`config.mk`:
```
export PLATFORM = sky130hd
export DESIGN_NAME = dma_shadow_tracker
export DESIGN_NICKNAME = d
export VERILOG_FILES = /design/src/rtl/dma_shadow_pkg.sv /design/src/rtl/dma_port_decode.sv /design/src/rtl/dma_shadow_bank.sv /design/src/rtl/dma_shadow_tracker.sv
export SDC_FILE = /design/constraint.sdc
export NUM_CORES = 1
export LEC_CHECK = 0
export BUFFER_PORTS_ARGS = -buffer_cell sky130_fd_sc_hd__clkbuf_2
export CORE_UTILIZATION = 45
export CTS_BUF_LIST = sky130_fd_sc_hd__clkbuf_8
export DETAILED_ROUTE_END_ITERATION = 12
export GPL_TIMING_DRIVEN = 0
export SYNTH_ARGS = -nofsm -noshare
export SYNTH_HDL_FRONTEND = slang
export SYNTH_SLANG_ARGS = --single-unit
```
`constraint.sdc`:
```
create_clock -name clk_i -period 4.37 [get_ports clk_i]
set_input_delay 0.2185 -clock clk_i [delete_from_list [all_inputs] [get_ports clk_i]]
set_output_delay 0.2185 -clock clk_i [all_outputs]
set_load 0.05 [all_outputs]
```
`src/rtl/dma_shadow_pkg.sv`:
```
package dma_shadow_pkg;
  localparam int unsigned NUM_CHAN = 4;
  localparam int unsigned CHAN_W   = $clog2(NUM_CHAN);
  localparam int unsigned BYTE_W   = 8;

  typedef logic [CHAN_W-1:0] chan_t;

  typedef enum logic [2:0] {
    K_OTHER,
    K_ADDR,
    K_CLR,
    K_PAGE,
    K_GAP
  } port_kind_e;
endpackage

```
`src/rtl/dma_port_decode.sv`:
```
module dma_port_decode
  import dma_shadow_pkg::*;
#(
  parameter int unsigned PORT_W = 16
) (
  input  logic [PORT_W-1:0] port_i,
  output port_kind_e        kind_o,
  output chan_t             chan_o
);
  localparam logic [PORT_W-1:0] P_CLR   = PORT_W'(16'h000C);
  localparam logic [PORT_W-1:0] P_PG0   = PORT_W'(16'h0087);
  localparam logic [PORT_W-1:0] P_PG1   = PORT_W'(16'h0083);
  localparam logic [PORT_W-1:0] P_PG2   = PORT_W'(16'h0081);
  localparam logic [PORT_W-1:0] P_PG3   = PORT_W'(16'h0082);
  localparam logic [PORT_W-1:0] P_GAP_L = PORT_W'(16'h0084);
  localparam logic [PORT_W-1:0] P_GAP_H = PORT_W'(16'h0086);
  localparam logic [PORT_W-1:0] P_ADDR_END = PORT_W'(2 * NUM_CHAN);

  always_comb begin
    kind_o = K_OTHER;
    chan_o = '0;
    if (port_i < P_ADDR_END && !port_i[0]) begin
      kind_o = K_ADDR;
      chan_o = port_i[CHAN_W:1];
    end else if (port_i == P_CLR) begin
      kind_o = K_CLR;
    end else if (port_i == P_PG0) begin
      kind_o = K_PAGE;
      chan_o = chan_t'(0);
    end else if (port_i == P_PG1) begin
      kind_o = K_PAGE;
      chan_o = chan_t'(1);
    end else if (port_i == P_PG2) begin
      kind_o = K_PAGE;
      chan_o = chan_t'(2);
    end else if (port_i == P_PG3) begin
      kind_o = K_PAGE;
      chan_o = chan_t'(3);
    end else if (port_i >= P_GAP_L && port_i <= P_GAP_H) begin
      kind_o = K_GAP;
    end
  end
endmodule

```
`src/rtl/dma_shadow_bank.sv`:
```
module dma_shadow_bank
  import dma_shadow_pkg::*;
#(
  parameter int unsigned PAGE_W = 4,
  localparam int unsigned VADDR_W = PAGE_W + 2 * BYTE_W
) (
  input  logic               clk_i,
  input  logic               rst_ni,
  input  logic               lo_we_i,
  input  logic               hi_we_i,
  input  logic               pg_we_i,
  input  chan_t              wr_chan_i,
  input  logic [BYTE_W-1:0]  byte_i,
  input  logic [PAGE_W-1:0]  page_i,
  input  chan_t              rd_chan_i,
  output logic [VADDR_W-1:0] rd_vaddr_o
);
  logic [BYTE_W-1:0] lo_q [NUM_CHAN];
  logic [BYTE_W-1:0] hi_q [NUM_CHAN];
  logic [PAGE_W-1:0] pg_q [NUM_CHAN];

  for (genvar c = 0; c < NUM_CHAN; c++) begin : g_chan
    logic sel;
    assign sel = (wr_chan_i == chan_t'(c));
    always_ff @(posedge clk_i or negedge rst_ni) begin
      if (!rst_ni) begin
        lo_q[c] <= '0;
        hi_q[c] <= '0;
        pg_q[c] <= '0;
      end else begin
        if (sel && lo_we_i) lo_q[c] <= byte_i;
        if (sel && hi_we_i) hi_q[c] <= byte_i;
        if (sel && pg_we_i) pg_q[c] <= page_i;
      end
    end
  end

  assign rd_vaddr_o = {pg_q[rd_chan_i], hi_q[rd_chan_i], lo_q[rd_chan_i]};
endmodule

```
`src/rtl/dma_shadow_tracker.sv`:
```
module dma_shadow_tracker
  import dma_shadow_pkg::*;
#(
  parameter int unsigned PORT_W = 16,
  parameter int unsigned PAGE_W = 4,
  localparam int unsigned VADDR_W = PAGE_W + 2 * BYTE_W
) (
  input  logic               clk_i,
  input  logic               rst_ni,
  input  logic               wr_valid_i,
  input  logic [PORT_W-1:0]  wr_port_i,
  input  logic [BYTE_W-1:0]  wr_data_i,
  output logic               pass_o,
  output logic               xlate_req_o,
  output chan_t              xlate_chan_o,
  output logic [VADDR_W-1:0] xlate_vaddr_o,
  output logic               fatal_o
);
  port_kind_e kind;
  chan_t      dec_chan;
  logic       toggle_q, fatal_q, pass_q, req_q;
  chan_t      chan_q;
  logic       live, page_ok;
  logic       lo_we, hi_we, pg_we;

  dma_port_decode #(.PORT_W(PORT_W)) u_dec (
    .port_i (wr_port_i),
    .kind_o (kind),
    .chan_o (dec_chan)
  );

  assign live    = wr_valid_i && !fatal_q;
  assign page_ok = (wr_data_i[BYTE_W-1:PAGE_W] == '0);
  assign lo_we   = live && kind == K_ADDR && !toggle_q;
  assign hi_we   = live && kind == K_ADDR &&  toggle_q;
  assign pg_we   = live && kind == K_PAGE && page_ok;

  dma_shadow_bank #(.PAGE_W(PAGE_W)) u_bank (
    .clk_i      (clk_i),
    .rst_ni     (rst_ni),
    .lo_we_i    (lo_we),
    .hi_we_i    (hi_we),
    .pg_we_i    (pg_we),
    .wr_chan_i  (dec_chan),
    .byte_i     (wr_data_i),
    .page_i     (wr_data_i[PAGE_W-1:0]),
    .rd_chan_i  (chan_q),
    .rd_vaddr_o (xlate_vaddr_o)
  );

  always_ff @(posedge clk_i or negedge rst_ni) begin
    if (!rst_ni) begin
      toggle_q <= 1'b0;
      fatal_q  <= 1'b0;
      pass_q   <= 1'b0;
      req_q    <= 1'b0;
      chan_q   <= '0;
    end else begin
      pass_q <= 1'b0;
      req_q  <= 1'b0;
      if (live) begin
        unique case (kind)
          K_ADDR:  toggle_q <= !toggle_q;
          K_CLR: begin
            toggle_q <= 1'b0;
            pass_q   <= 1'b1;
          end
          K_PAGE: begin
            if (page_ok) begin
              req_q  <= 1'b1;
              chan_q <= dec_chan;
            end else begin
              fatal_q <= 1'b1;
            end
          end
          K_GAP:   fatal_q <= 1'b1;
          default: pass_q  <= 1'b1;
        endcase
      end
    end
  end

  assign pass_o       = pass_q;
  assign xlate_req_o  = req_q;
  assign xlate_chan_o = chan_q;
  assign fatal_o      = fatal_q;
endmodule

```
==> results_dict.tcl <==
set metrics [dict create \
    cts_made_buffers 9 \
    r2r_start "fatal_o$_DFFE_PN0P_" \
    fin_util_pct 54.9 \
    timing.final.crit_share_pct 58.5 \
    clock_sinks 86 \
    drive_gt1_share_pct 54.1 \
    gp_congestion 0.835 \
    netlist_instances 260 \
    vdd_drop_max_mv 0.153 \
    port_buffers 51 \
    finalPower_mw 1.41 \
    start_util_pct 47.4 \
    drv_cap 0 \
    fillCellCount 713 \
    fin_ws_ns 1.81 \
    yosysWarnings 0 \
    antenna_cells 0 \
    hold_path.class "in -> reg" \
    slew_headroom_pct 40.3 \
    finalHoldViolCount 0 \
    seq_area_frac_synth_pct 54.4 \
    placed_area_mm2 0.00437 \
    crit_path_end_kind "output port" \
    num_vias 2446 \
    final_antenna_net_count 0 \
    ff2ff_path_depth 5 \
    dp_slack_ns 1.94 \
    clock_path_buffers 2 \
    avgSynthCellArea_um2 15.2 \
    critPathMaxFanout 10 \
    drtPass1Iterations 4 \
    cts_resized 0 \
    r2r-end "u_bank.lo_q[3]$_DFFE_PN0P_" \
    routed_wirelength_mm 8.01 \
    maxSlewViolCount 0 \
    worstHoldEndpoint "u_bank.lo_q[0]$_DFFE_PN0P_" \
    outcome "complete, no violations" \
    grt_pass1_vias 2493 \
    synth_nets 287 \
    tightest_slew_ns 0.896 \
    core_area_mm2 0.00834 \
    tns_ns 0 \
    via_per_inst 5.64 \
    die_x_um 95.7 \
    dpl.cell_count 417 \
    grt_first_pass_wirelength_mm 13.2 \
    htree_levels 3 \
    rows 33 \
    ios 52 \
    drc 0 \
    synth_cell_types 34 \
    final-setup-viol-count 0 \
    grt_max_degree 51 \
    required_ns 4.15 \
    syn_area_mm2 0.00395 \
    die-height_um 95.7 \
    die_area_mm2 0.00917 \
    antenna_found_initial 0 \
    crit_type "reg -> out" \
    dp_hpwl_mm 5.61 \
    p_leak_nw 2.26 \
    reg2reg_setup_slack_ns 2.46 \
    tritoncts "yes" \
    clk-insertion-delay-late_ns 0.35 \
    ys_ff_latch 86 \
    instances_no_fill 434 \
    grt_use_total_pct 20.0 \
    cp.arrival_ns 2.34 \
    drt_iter0_markers 69 \
    start_kind "flop" \
    syn_to_final_growth_pct 15.8 \
    post_cts_buffers 0 \
    fin_hold_ws_ns 0.134 \
    clock.fmax_mhz 391 \
    min_period_ns 2.56 \
    cts_root_buffer "clkbuf_8" \
    rsz0062_at_grt "false" \
    design_area_mm2 0.00458 \
    hold_buffers 1 \
    avgRoutedWirePerCell_um 18.4 \
    grt.overflow.total 0 \
    nets 351 \
    min_path_cells 2 \
    clk_pin_slew_worst_paths_ns 0.08 \
    min_from "wr_data_i[0]" \
    powerDensity_mw_per_mm2 309 \
    skew_ns 0.00930 \
]
==> flip-flops by register name, indices dropped and copies added, names as in the netlist <==
signal and flops:
fatal_o 1, pass_o 1, toggle_q 1, u_bank.hi_q 32, u_bank.lo_q 32, u_bank.pg_q 16
xlate_chan_o 2, xlate_req_o 1
==> worst max-delay path: stages (launching register included) <==
cell and delay, ns:
dfrtp_1 0.44, buf_1 0.70, mux4_2 0.60, clkbuf_2 0.25
==> how the worst max path moves through the flow <==
stage	startpoint	endpoint	slack [ns]	depth (start not counted)
final	xlate_chan_o[0]$_DFFE_PN0P_	xlate_vaddr_o[11]	1.81	3
after global routing	xlate_chan_o[0]$_DFFE_PN0P_	xlate_vaddr_o[10]	1.59	3
after CTS	xlate_chan_o[0]$_DFFE_PN0P_	xlate_vaddr_o[11]	1.72	3
after detailed placement	wr_port_i[4]	u_bank.hi_q[15]$_DFFE_PN0P_	1.94	5
after global placement	wr_port_i[7]	u_bank.hi_q[13]$_DFFE_PN0P_	1.96	5
after floorplan	xlate_chan_o[0]$_DFFE_PN0P_	xlate_vaddr_o[10]	2.18	2
==> cells in the mapped netlist (all sizes together) <==
library cell,number,share of area (%)
dfrtp,86,54
mux2,81,23
mux4,20,11
nand2,8,0.76
nor2,7,0.66
nor3,7,1.5
clkbuf,6,0.57
buf,5,0.57
nand4,5,0.79
nor4,4,0.63
and3b,3,0.70
nand2b,3,0.47
nand3,3,0.38
nor2b,3,0.47
a31oi,2,0.32
o21ai,2,0.25
or4,2,0.47
a211oi,1,0.19
a21boi,1,0.19
a21oi,1,0.13
a22oi,1,0.32
a32o,1,0.25
and2,1,0.16
and3,1,0.16
and4,1,0.22
inv,1,0.095
nand3b,1,0.19
nor4b,1,0.22
o21ba,1,0.25
xnor2,1,0.22
==> area by class of cell <==
type / instances / area (um^2) / share of cell area, %
sequential: 86 / 2150 / 47.0
multi-input combinational: 162 / 1750 / 38.3
timing repair buffer: 53 / 295 / 6.45
tap: 105 / 131 / 2.87
clock buffer: 9 / 124 / 2.71
clock inverter: 7 / 73.8 / 1.61
buffer: 11 / 45.0 / 0.984
inverter: 1 / 3.75 / 0.0820
==> report_power, final <==
part           switching, mW  total (mW)  internal (mW)
Combinational         0.0429      0.0608         0.0179
Clock                  0.291       0.557          0.266
Sequential          0.000216       0.796          0.796
Total                  0.334        1.41           1.08
==> kinds of logic after synthesis <==
logic type	synth area share (%)
simple gates	7.75
mux	34.5
xor+xnor	0.222
compound gates	1.90
buf+inv	1.23
flops	54.4
==> cell usage in the layout (no fill, tap or decap), types with 2 or more instances in the layout <==
master	count
dfrtp_1	86
nor3_1	5
clkbuf_1	6
o21ai_0	2
clkbuf_2	50
nand2b_1	3
nand3_1	3
mux2_2	81
nand2_1	8
nand4_1	5
clkinv_2	2
clkbuf_8	9
buf_2	3
nor2b_1	3
and3b_1	2
clkinv_4	2
nor3_4	2
mux4_2	20
nor4_1	4
nor2_1	7
a31oi_1	2
buf_1	2
==> routing by layer <==
metal	routed length [um]	GRT usage, %
met5	0	0
met4	111	7.34
met3	261	3.16
met2	3790	30.5
met1	3840	28.9
(Power assumes the default switching activity.)
